## src/rtl/psram_async_ctrl.sv

```systemverilog
module psram_async_ctrl #(
  parameter int ADDR_W = 22,
  parameter int DATA_W = 16,
  parameter int RD_CYC = 6,
  parameter int PG_CYC = 3,
  parameter int WR_CYC = 4
) (
  input  logic              clk,
  input  logic              rst_n,
  input  logic              req_valid,
  output logic              req_ready,
  input  logic [1:0]        req_kind,
  input  logic [ADDR_W-1:0] req_addr,
  input  logic [1:0]        req_be,
  input  logic [DATA_W-1:0] req_wdata,
  output logic              rd_valid,
  output logic [DATA_W-1:0] rd_data,
  output logic [ADDR_W-1:0] mem_addr,
  output logic              mem_cs_n,
  output logic              mem_oe_n,
  output logic              mem_we_n,
  output logic              mem_ub_n,
  output logic              mem_lb_n,
  output logic              mem_mrs_n,
  output logic              mem_clk,
  output logic              mem_adv_n,
  output logic [DATA_W-1:0] mem_dq_out,
  output logic              mem_dq_oe,
  input  logic [DATA_W-1:0] mem_dq_in
);
  localparam int MAX_CYC = (RD_CYC > PG_CYC) ? ((RD_CYC > WR_CYC) ? RD_CYC : WR_CYC)
                                             : ((PG_CYC > WR_CYC) ? PG_CYC : WR_CYC);
  localparam int CNT_W = $clog2(MAX_CYC + 1);

  typedef enum logic [1:0] {S_IDLE, S_READ, S_WRITE, S_GAP} state_t;

  state_t            state;
  logic [CNT_W-1:0]  cnt;
  logic [1:0]        words;
  logic              page_q;
  logic [ADDR_W-1:0] addr_q;
  logic [1:0]        be_q;
  logic [DATA_W-1:0] wdata_q;

  logic [CNT_W-1:0]  rd_lim;
  logic              more_words;

  assign rd_lim     = (words == 2'd0) ? CNT_W'(RD_CYC - 1) : CNT_W'(PG_CYC - 1);
  assign more_words = page_q && (words != 2'd3);

  always_ff @(posedge clk or negedge rst_n) begin
    if (!rst_n) begin
      state    <= S_IDLE;
      cnt      <= '0;
      words    <= '0;
      page_q   <= 1'b0;
      addr_q   <= '0;
      be_q     <= '0;
      wdata_q  <= '0;
      rd_data  <= '0;
      rd_valid <= 1'b0;
    end else begin
      rd_valid <= 1'b0;
      case (state)
        S_IDLE: begin
          cnt   <= '0;
          words <= '0;
          if (req_valid) begin
            if (req_kind == 2'b10) begin
              if (req_be != 2'b00) begin
                state   <= S_WRITE;
                addr_q  <= req_addr;
                be_q    <= req_be;
                wdata_q <= req_wdata;
              end
            end else begin
              state  <= S_READ;
              addr_q <= req_addr;
              page_q <= (req_kind == 2'b01);
            end
          end
        end
        S_READ: begin
          if (cnt == rd_lim) begin
            rd_data  <= mem_dq_in;
            rd_valid <= 1'b1;
            cnt      <= '0;
            if (more_words) begin
              words       <= words + 2'd1;
              addr_q[1:0] <= addr_q[1:0] + 2'd1;
            end else begin
              state <= S_GAP;
            end
          end else begin
            cnt <= cnt + 1'b1;
          end
        end
        S_WRITE: begin
          if (cnt == CNT_W'(WR_CYC - 1)) begin
            state <= S_GAP;
            cnt   <= '0;
          end else begin
            cnt <= cnt + 1'b1;
          end
        end
        default: state <= S_IDLE;
      endcase
    end
  end

  assign req_ready  = (state == S_IDLE);
  assign mem_addr   = addr_q;
  assign mem_cs_n   = !(state == S_READ || state == S_WRITE);
  assign mem_oe_n   = !(state == S_READ);
  assign mem_we_n   = !(state == S_WRITE);
  assign mem_ub_n   = (state == S_READ) ? 1'b0 : (state == S_WRITE) ? !be_q[1] : 1'b1;
  assign mem_lb_n   = (state == S_READ) ? 1'b0 : (state == S_WRITE) ? !be_q[0] : 1'b1;
  assign mem_mrs_n  = 1'b1;
  assign mem_clk    = 1'b0;
  assign mem_adv_n  = 1'b1;
  assign mem_dq_out = wdata_q;
  assign mem_dq_oe  = (state == S_WRITE);
endmodule

```

## config.mk

```make
export PLATFORM = sky130hd
export DESIGN_NAME = psram_async_ctrl
export DESIGN_NICKNAME = d
export VERILOG_FILES = /design/src/rtl/psram_async_ctrl.sv
export SDC_FILE = /design/constraint.sdc
export NUM_CORES = 1
export LEC_CHECK = 0
export ABC_AREA = 1
export CAP_MARGIN = 15
export CORE_MARGIN = 2
export CORE_UTILIZATION = 60
export DETAILED_ROUTE_END_ITERATION = 8
export DONT_BUFFER_PORTS = 1
export MAX_ROUTING_LAYER = met4
export PLACE_DENSITY = 0.83
export SLEW_MARGIN = 15
export SYNTH_ARGS = -nofsm -noshare
export SYNTH_HDL_FRONTEND = slang
export SYNTH_SLANG_ARGS = --single-unit
```

## constraint.sdc

```tcl
create_clock -name clk -period 2.1 [get_ports clk]
set_input_delay 0.21 -clock clk [delete_from_list [all_inputs] [get_ports clk]]
set_output_delay 0.21 -clock clk [all_outputs]
set_load 0.02 [all_outputs]
```

Word level (Yosys, flattened, before mapping). Index checks and enable logic that the tools add are counted. W data, S select, Z words.

Register bits after elaboration: 65. Logic and storage cells: 73.

Add/sub/neg operators: 3. Equality and inequality tests: 14. Mux-type cells: 26. Bitwise logic cells: 1. Reduce and logical (&&, ||, !) cells: 19.

Operator list (count): $mux W22 (2); $mux W2 (11); $ne A2 B2 Y1 const B (5); $reduce_and A5 Y1 (2); $mux W3 (3); $pmux W3 S3 (1); $reduce_and A3 Y1 (3); $pmux W2 S2 (2); $mux W1 (6); $pmux W2 S3 (1); $logic_not A1 Y1 (5); $add A2 B1 Y2 const B (2); $eq A2 B1 Y1 const B (2); $eq A2 B2 Y1 const B (2); $logic_not A2 Y1 (2); $ne A2 B1 Y1 const B (2); $reduce_and A4 Y1 (1); $reduce_bool A2 Y1 (2); $add A3 B1 Y3 const B (1); $eq A3 B2 Y1 const B (1); $eq A3 B3 Y1 (1); $ne A3 B2 Y1 const B (1); $reduce_bool A3 Y1 (1); $reduce_and A2 Y1 (1); other kinds (3) (3).

Longest topological paths before layout. Gate-level depths: netlist of run 1.

Word-level depth: 5. Mapped depth: 11. Depth with buffers taken out: 10.

Worst setup path after synthesis of run 1. Ideal clock, no wire load.

Path kind: register to register. From: reg state[0]. To: reg wdata_q[10] (netlist: mem_dq_out[10]). Library setup time: 0.117 ns. Data arrival time: 1.507 ns. Path slack: 0.476 ns. Stages on the path, launching flop included: 9. Path buffers: 1. Clock period less this slack: 1.624 ns. Cells stage by stage: dfrtp_1 inv_1 ha_1 nand2_4 nor2_8 nand2_4 buf_6 nand2_1 nand2_1.

Longest elaborated chain between the ends: 2.

RTL lines: start, declared (line 37) `state_t state;`; start signal, assigned (line 53) `state <= S_IDLE;`; start signal, assigned (line 71) `state <= S_WRITE;`; start signal, assigned (line 77) `state <= S_READ;`; $logic_not A2 Y1; via req_ready (line 11) `output logic req_ready,`; $reduce_and A4 Y1 (no line); end signal, assigned (line 74) `wdata_q <= req_wdata;`; end, declared (line 43) `logic [DATA_W-1:0] wdata_q;`.

The timed path passes the listed nets, and every way through them passes these cells. A chain may end at the register's enable or synchronous reset.

Worst setup path in the final report of run 1.
From: reg state[0]. To: out mem_ub_n.

Longest elaborated chain between the ends: 3.

RTL lines: $eq A2 B2 Y1; via mem_dq_oe (line 28) `output logic mem_dq_oe,`; $mux W1 (2 in a row) (line 116) `assign mem_ub_n = (state == S_READ) ? 1'b0 : (state == S_WRITE) ? !be_q[1] : 1'b1;`; end, declared (line 22) `output logic mem_ub_n,`.

The timed path passes the listed nets, and every way through them passes these cells.

==> out/metrics.csv, run 1 <==
metric,value,unit
status,finished clean,
drt_iter0_markers,178,
max_slew.worst_pin.slew,614,ps
fin_ws,213,ps
p_per_area,1430,mW/mm2
clock_latency,330,ps
die_height,74.5,um
ctsRootBufferMaster,clkbuf_8,
grt_use_total,0.250,
drc,0,
yosys_warnings,0,
path_cells,inv_1 -> ha_1 -> a21oi_1,
cts_tree,yes,
post-dp-hpwl,4480,um
seq_power_share,0.524,
dieWidth,74.5,um
swShare,0.444,
ant_nets,0,
p_sw,2.10,mW
slowest_stage,a21oi_1,
fmax,0.530,GHz
overflow,0,
cts_buffer_depth,2,
critPathCaptureType,primary output,
via_count,2326,
cp-start-kind,register,
grt_pass1_vias,2251,
hold_viol_final,0,
io_pins,126,
fin_cells,434,
crit_type,reg2out,
avgSynthCellArea,8.51,um2
finalWirelength,6700,um
power_report.internal_total,2.63,mW
power_frac_comb,0.270,
grt_max_degree,66,
fin_skew,7.13,ps
core,0.00475,mm2
worstPathMaxFanout,6,
synth_seq_cells,65,
dp_cells,406,
synth_area,0.00298,mm2
cts_setup_buffers,0,
maxSlewViolCount,0,
synth_cells,350,
slowest_delay,490,ps
finalWeightedCongestion,0.753,
cts.sinks,65,
crit_arrival,1680,ps
clkPwrFrac,0.206,
min-delay-path-class,in2reg,
antenna_found_initial,0,
numCtsBuffers,9,
drive_gt1_frac,0.0817,
antenna_cells,0,
p_leak,1.74,nW
rsz0062_at_grt,no,
nets,434,
dieArea,0.00554,mm2
port_buffers,0,
ir_drop,0.000706,V
cts_hold_buf,13,
setup_tns,0,ps
h-tree-depth,3,
period_share,0.899,
routed_via_density,5.36,
worst-path-buf-inv,1,
cp_top_family,compound AO/OA/AOI/OAI gates,
initial_core_util,0.626,
relSlewSlack,0.590,
cp.required,1890,ps
syn2layout_area_growth,11.1,%
finalCriticalPeriod,1890,ps
cap_viol_max_count,0,
drt_first_pass_iters,5,
rows,25,
synth.distinct_cells,21,
final_util,0.696,
setup_viol,0,
routedWlPerCell,15.4,um
yosysSeqAreaShare,0.546,
r2r_setup_slack,280,ps
clk_pin_slew,70,ps
dp_slack,310,ps
grt_pass1_wl,10200,um
cts_resized,0,
==> worst reg2reg max path: stages (launching register included) <==
cell	delay (ps)
dfrtp_1	430
inv_1	100
ha_1	350
inv_2	180
nor2_2	250
buf_4	260
nand2_1	90
nand2_1	90
==> metrics by stage <==
step	power (mW)	instance area (um2)	hold WS (ps)
floorplan	3.43	2980	-85.6
detailed placement	3.73	2980	-84.4
global route	5.07	3310	0.992
finish	4.73	3310	11.3
global placement	3.66	2980	-84.2
CTS	4.76	3310	0.828
==> state kept, by name, indices dropped and copies added (netlist names) <==
register    count
state           2
words           2
rd_valid        1
rd_data        16
page_q          1
mem_dq_out     16
mem_addr       22
cnt             3
be_q            2
==> layer usage <==
| layer | vias to the layer above | track usage | routed length [um] | part of all wire |
|---|---|---|---|---|
| met5 | - | - | 0 | 0 |
| met4 | 0 | 0.0813 | 77 | 0.012 |
| met3 | 10 | 0.0840 | 491 | 0.073 |
| met2 | 88 | 0.410 | 3410 | 0.51 |
| met1 | 1107 | 0.289 | 2720 | 0.41 |
| li1 | 1121 | - | - | - |
==> placed cells by master, fill, tap and decap left out, drive strengths merged <==
cell type,n
a21oi,4
buf,6
bufinv,1
clkbuf,11
clkinv,3
conb,3
dfrtp,65
dlygate4sd3,12
ha,10
inv,18
nand2,169
nand3,46
nand3b,1
nand4,4
nor2,8
o21ai,4
o22ai,1
o31ai,1
==> logic make-up after synthesis <==
| kind of cell | count (synthesis) | synth area share |
|---|---|---|
| other | 2 | 0.00252 |
| AND/OR/NAND/NOR | 228 | 0.326 |
| adder cells (fa/ha/maj) | 10 | 0.0420 |
| flip-flops | 65 | 0.546 |
| buffers and inverters | 35 | 0.0630 |
| AO/OA/AOI/OAI | 10 | 0.0202 |
==> final timing paths <==
check	start	endpoint	depth (start not counted)
worst min register to register	be_q[0]	be_q[0]	2
worst max-delay path	state[0]	mem_ub_n	3
max in group asynchronous	rst_n	state[1]	2
worst min-delay path	mem_dq_in[10]	rd_data[10]	2
min in group asynchronous	rst_n	rd_data[8]	2
worst max register to register	state[1]	rd_data[1]	7
==> power by group through the flow <==
| stage | sequential [mW] | combinational (mW) | clock (mW) |
|---|---|---|---|
| after floorplan | 2.39 | 1.04 | 0 |
| final | 2.48 | 1.28 | 0.974 |
| after detailed placement | 2.50 | 1.23 | 0 |
| after CTS | 2.48 | 1.29 | 0.991 |
| after global routing | 2.53 | 1.49 | 1.05 |
| after global placement | 2.49 | 1.17 | 0 |
==> area by class of cell <==
cell class / instances / area [um2]
Sequential cell: 65 / 1630
Fill cell: 387 / 1450
Multi-Input combinational cell: 251 / 1170
Timing Repair Buffer: 18 / 185
Clock buffer: 11 / 131
Tap cell: 67 / 83.8
Inverter: 18 / 67.6
Clock inverter: 4 / 45.0
==> synth_stat cells (all sizes together) <==
master  number  area share
a21oi        4      0.0067
buf         17       0.040
conb         2      0.0025
dfrtp       65        0.55
ha          10       0.042
inv         18       0.023
nand2      169        0.22
nand3       46       0.077
nand3b       1      0.0025
nand4        4      0.0084
nor2         8       0.020
o21ai        4      0.0067
o22ai        1      0.0042
o31ai        1      0.0025
Note: power is estimated with default switching activity, not from simulation.
==> run 2, diff against run 1 <==
--- a/config.mk
+++ b/config.mk
@@ -9,10 +9,11 @@
 export CAP_MARGIN = 15
 export CORE_MARGIN = 2
 export CORE_UTILIZATION = 60
+export CTS_BUF_LIST = sky130_fd_sc_hd__clkbuf_4
 export DETAILED_ROUTE_END_ITERATION = 8
 export DONT_BUFFER_PORTS = 1
 export MAX_ROUTING_LAYER = met4
-export PLACE_DENSITY = 0.83
+export PLACE_DENSITY_LB_ADDON = 0.15
 export SLEW_MARGIN = 15
 export SYNTH_ARGS = -nofsm -noshare
 export SYNTH_HDL_FRONTEND = slang
==> run 2 against run 1 <==
Non-clock buffer count rose by 46. Final cell count rose by 10%. Fmax shrank 2.2%. Sequential power hardly changed. Die area is the same. Clock skew rose by 4.6 ps. Critical path depth stayed put. First-iteration DRC count shrank 32%. Worst hold slack improved by 73 ps. Total power is 6.2% lower. Via count is 7.4% higher. Global-route usage up 2.4 points. Critical endpoint unchanged. Largest power group unchanged.
==> out/metrics.csv, run 2 (same netlist as run 1, synthesis figures left out) <==
metric,value,unit,change
status,finished clean,,
layout_common_cells,"167 x nand2_1, 65 x dfrtp_1, 57 x dlygate4sd3_1",,
nets,480,,+11%
relSlewSlack,0.596,,+0.00636
ctsRootBufferMaster,clkbuf_4,,
setup_tns,0,ps,unchanged
cts.sinks,65,,unchanged
h-tree-depth,3,,unchanged
fin_cells,478,,+10%
finalInstanceArea,0.00367,mm2,+11%
min-delay-path-class,in2reg,,
finalWirelength,6950,um,+3.7%
grt_use_total,0.274,,+0.0242
fmax,0.518,GHz,-2.2%
via_count,2499,,+7.4%
max_slew.worst_pin.slew,604,ps,-9.52 ps
cts_setup_buffers,0,,unchanged
dieArea,0.00554,mm2,unchanged
drc,0,,unchanged
port_buffers,0,,unchanged
grt_pass1_wl,11000,um,+7.5%
crit_type,reg2out,,
worstPathMaxFanout,6,,unchanged
initial_core_util,0.626,,unchanged
drive_gt1_frac,0.0681,,-0.0136
numCtsBuffers,9,,unchanged
final_util,0.773,,+0.0774
routedWlPerCell,14.5,um,-5.8%
overflow,0,,unchanged
drt_iter0_markers,121,,-32%
cap_viol_max_count,0,,unchanged
clock_latency,400,ps,+70 ps
die_height,74.5,um,unchanged
routed_via_density,5.23,,-2.5%
dp_cells,407,,+0.25%
finalCriticalPeriod,1930,ps,+42.4 ps
drt_first_pass_iters,4,,-1
grt_max_degree,66,,unchanged
hold_viol_final,0,,unchanged
clk_pin_slew,80,ps,about the same
fin_ws,170,ps,-42.4 ps
setup_viol,0,,unchanged
layout_commonest_cell,nand2_1,,
placed_cell_area,0.00299,mm2,+0.25%
p_leak,1.89,nW,+8.8%
dieWidth,74.5,um,unchanged
cp.required,1890,ps,about the same
cts_hold_buf,58,,+45
rsz0062_at_grt,no,,
ir_drop,0.000708,V,+0.32%
grt_pass1_vias,2376,,+5.6%
finalWeightedCongestion,0.787,,+4.6%
io_pins,126,,unchanged
core,0.00475,mm2,unchanged
cts_tree,yes,,
cts_buffer_depth,2,,unchanged
rows,25,,unchanged
post-dp-hpwl,4160,um,-7.1%
largest_reg_flops,22,,unchanged
maxSlewViolCount,0,,unchanged
fin_skew,11.8,ps,+4.62 ps
critPathCaptureType,primary output,,
cp-start-kind,register,,
p_per_area,1210,mW/mm2,-16%
cts_resized,0,,unchanged
antenna_found_initial,0,,unchanged
syn2layout_area_growth,23.4,%,
antenna_cells,0,,unchanged
dp_slack,391,ps,+81.8 ps
crit_arrival,1720,ps,+40 ps
period_share,0.919,,+0.0202
ant_nets,0,,unchanged
run 2: final timing paths:
path | slack (ps) | start | to | cells past startpoint
max | 170 | state[0] | mem_ub_n | 3
min | 80 | req_kind[1] | state[1] | 4
max reg2reg | 290 | state[1] | page_q | 6
min reg2reg | 490 | be_q[1] | be_q[1] | 2
max in group asynchronous | 1470 | rst_n | page_q | 2
min in group asynchronous | 340 | rst_n | rd_data[6] | 2
run 2: layer usage:
| layer | global-route usage | wire (um) | part of all wire | vias to the layer above |
|---|---|---|---|---|
| li1 | - | - | - | 1211 |
| met1 | 0.313 | 2700 | 0.39 | 1174 |
| met2 | 0.456 | 3570 | 0.51 | 100 |
| met3 | 0.0705 | 564 | 0.081 | 14 |
| met4 | 0.117 | 112 | 0.016 | 0 |
| met5 | - | 0 | 0 | - |
run 2: critical path, stage by stage (launching register included):
cell	delay, ps
dfrtp_1	420
inv_1	90
ha_1	360
a21oi_1	470
run 2: layout make-up:
type | instances | area [um2]
sequential | 65 | 1630
multi-input combinational | 251 | 1170
fill | 347 | 1080
timing repair buffer | 64 | 643
tap | 67 | 83.8
clock buffer | 10 | 75.1
inverter | 18 | 67.6
clock inverter | 3 | 11.3
run 2: power by group:
| group | total [mW] | switching [mW] | internal (mW) |
|---|---|---|---|
| Clock | 0.615 | 0.388 | 0.227 |
| Combinational | 1.35 | 0.872 | 0.480 |
| Sequential | 2.47 | 0.793 | 1.68 |
run 2: per-stage QoR:
| stage | hold slack [ps] | power, mW |
|---|---|---|
| global placement | -84.4 | 3.66 |
| CTS | 80.9 | 4.46 |
| finish | 84.7 | 4.44 |
| global route | 108 | 4.80 |
| detailed placement | -84.4 | 3.72 |
| floorplan | -85.6 | 3.43 |
==> run 3, diff against run 2 <==
--- a/config.mk
+++ b/config.mk
@@ -8,7 +8,7 @@
 export ABC_AREA = 1
 export CAP_MARGIN = 15
 export CORE_MARGIN = 2
-export CORE_UTILIZATION = 60
+export CORE_UTILIZATION = 50
 export CTS_BUF_LIST = sky130_fd_sc_hd__clkbuf_4
 export DETAILED_ROUTE_END_ITERATION = 8
 export DONT_BUFFER_PORTS = 1
==> run 3 against run 2 <==
Global-route usage fell by 5.5 points. First-iteration DRC count grew 38%. Fmax down 1.4%. Wire length is 3.3% lower. Clock power increased by 34%. Combinational power about the same. Final cell count up 2.1%. Count of clock-buffer cells in the layout is 2 higher. Via count decreased by 3.2%. Die area grew 19%. Non-clock buffer count shrank 1. Critical endpoint is now mem_lb_n. Largest cell class unchanged.
==> out/metrics.csv, run 3 (same netlist as run 1, synthesis figures left out) <==
metric,value,unit,change
cp-start-kind,register,,
drc,0,,unchanged
cts.sinks,65,,unchanged
r2r_setup_slack,340,ps,+50 ps
seq_power_share,0.532,,-0.025
antenna_found_initial,0,,unchanged
max_slew.worst_pin.slew,642,ps,+37.6 ps
finalWeightedCongestion,0.793,,+0.65%
via_count,2420,,-3.2%
grt_use_total,0.219,,-0.0546
clk_pin_slew,100,ps,+20 ps
path_cells,inv_1 -> ha_1 -> a21oi_1,,
maxSlewViolCount,0,,unchanged
drt_first_pass_iters,4,,unchanged
dieWidth,81.2,um,+9.0%
hold_viol_final,0,,unchanged
fin_skew,10.3,ps,-1.47 ps
layout_commonest_cell,nand2_1,,
rsz0062_at_grt,no,,
cp_top_family,compound AO/OA/AOI/OAI gates,,
cts_buffer_depth,2,,unchanged
routedWlPerCell,13.8,um,-5.3%
crit_type,reg2out,,
p_leak,1.92,nW,+1.2%
cts_tree,yes,,
largest_reg_flops,22,,unchanged
n_fill_cell,519,,+50%
worst-path-buf-inv,1,,unchanged
die_height,81.2,um,+9.0%
slowest_delay,480,ps,about the same
antenna_cells,0,,unchanged
status,finished clean,,
power_report.internal_total,2.55,mW,+7.1%
finalCriticalPeriod,1960,ps,+27.2 ps
relSlewSlack,0.571,,-0.0251
setup_tns,0,ps,unchanged
crit_arrival,1750,ps,+30 ps
fmax,0.511,GHz,-1.4%
power_frac_comb,0.290,,-0.015
port_buffers,0,,unchanged
grt_pass1_vias,2344,,-1.3%
overflow,0,,unchanged
placed_cell_area,0.00299,mm2,about the same
core,0.00585,mm2,+23%
rows,28,,+12%
finalInstanceArea,0.00372,mm2,+1.4%
r2r-start,state[0],,
clock_latency,410,ps,about the same
cp.required,1890,ps,about the same
slowest_stage,a21oi_1,,
swShare,0.450,,-0.0131
h-tree-depth,3,,unchanged
nets,479,,-0.21%
hold_start,req_kind[1],,
routed_via_density,4.96,,-5.1%
min-delay-path-class,in2reg,,
hold_depth,4,,unchanged
drt_iter0_markers,167,,+38%
fin_cells,488,,+2.1%
p_sw,2.09,mW,+1.6%
ir_drop,0.000765,V,+8.0%
layout_common_cells,"167 x nand2_1, 65 x dfrtp_1, 57 x dlygate4sd3_1",,
p_per_area,1250,mW/mm2,+3.1%
min_to,state[1],,
clkPwrFrac,0.178,,+0.039
cap_viol_max_count,0,,unchanged
period_share,0.932,,+0.0129
grt_pass1_wl,10700,um,-2.3%
rr_worst_depth,6,,unchanged
grt_max_degree,66,,unchanged
ctsRootBufferMaster,clkbuf_4,,
timing.rr.end,page_q,,
cts_setup_buffers,0,,unchanged
numCtsBuffers,9,,unchanged
initial_core_util,0.509,,-0.117
io_pins,126,,unchanged
syn2layout_area_growth,25.1,%,
critPathCaptureType,primary output,,
dp_cells,414,,+1.7%
post-dp-hpwl,4140,um,-0.68%
drive_gt1_frac,0.0775,,+0.00936
finalWirelength,6720,um,-3.3%
ant_nets,0,,unchanged
worstPathMaxFanout,6,,unchanged
setup_viol,0,,unchanged
dieArea,0.00659,mm2,+19%
-- run 3: cell count changes in the layout (fill, tap and decap cells not counted), sizes merged --
| cell | before | now |
|---|---|---|
| clkbuf | 10 | 12 |
| buf | 7 | 6 |
| bufinv | 0 | 1 |
-- run 3: power by group through the flow --
| stage | registers, mW | clock network (mW) | logic (mW) |
|---|---|---|---|
| 2_1_floorplan | 2.39 | 0 | 1.04 |
| 3_3_place_gp | 2.48 | 0 | 1.20 |
| 3_5_place_dp | 2.49 | 0 | 1.22 |
| 4_1_cts | 2.47 | 0.844 | 1.35 |
| 5_1_grt | 2.52 | 0.904 | 1.57 |
| 6_report | 2.47 | 0.824 | 1.35 |
-- run 3: repair_timing --
| action | CTS | global route |
|---|---|---|
| hold buffers | 58 | 0 |
| gates resized for setup | 0 | 0 |
| hold endpoints to repair | 120 | 0 |
-- run 3: area by class of cell --
type                            instances  area [um2]  area share
Inverter                               18        67.6      0.0181
Tap cell                               75        93.8      0.0252
Clock inverter                          4        43.8      0.0118
Clock buffer                           12        90.1      0.0242
Sequential cell                        65        1630       0.437
Multi-Input combinational cell        251        1170       0.313
Timing Repair Buffer                   63         636       0.171
-- run 3: layer usage --
| metal | routed length [um] | track usage | part of all wire |
|---|---|---|---|
| met5 | 0 | - | 0 |
| met4 | 127 | 0.0915 | 0.019 |
| met3 | 424 | 0.0567 | 0.063 |
| met2 | 3130 | 0.353 | 0.47 |
| met1 | 3040 | 0.263 | 0.45 |
-- run 3: how the worst max path moves through the flow --
stage                     startpoint              to  slack, ps  depth (start not counted)
after floorplan             state[0]  mem_dq_out[10]        480                          8
after global placement      state[0]    mem_addr[14]        430                          7
after detailed placement    state[0]     mem_addr[3]        410                          7
after CTS                   state[0]        mem_ub_n        100                          3
after global routing        state[0]        mem_ub_n         50                          3
final                       state[0]        mem_lb_n        140                          3
-- run 3: through the flow --
stage | worst slack [ps] | total power, mW | utilization | hold WS [ps]
floorplan | 476 | 3.43 | - | -85.6
global placement | 432 | 3.68 | 0.512 | -83.9
detailed placement | 407 | 3.71 | 0.512 | -84.2
CTS | 104 | 4.66 | 0.637 | 50.4
global route | 46.1 | 4.99 | 0.637 | 102
finish | 143 | 4.64 | 0.637 | 70.1
-- run 3: worst min-delay path, cell delays in order --
cell and delay, ps:
nand3_1 70, a21oi_1 60, nand4_1 70, nand2_1 50
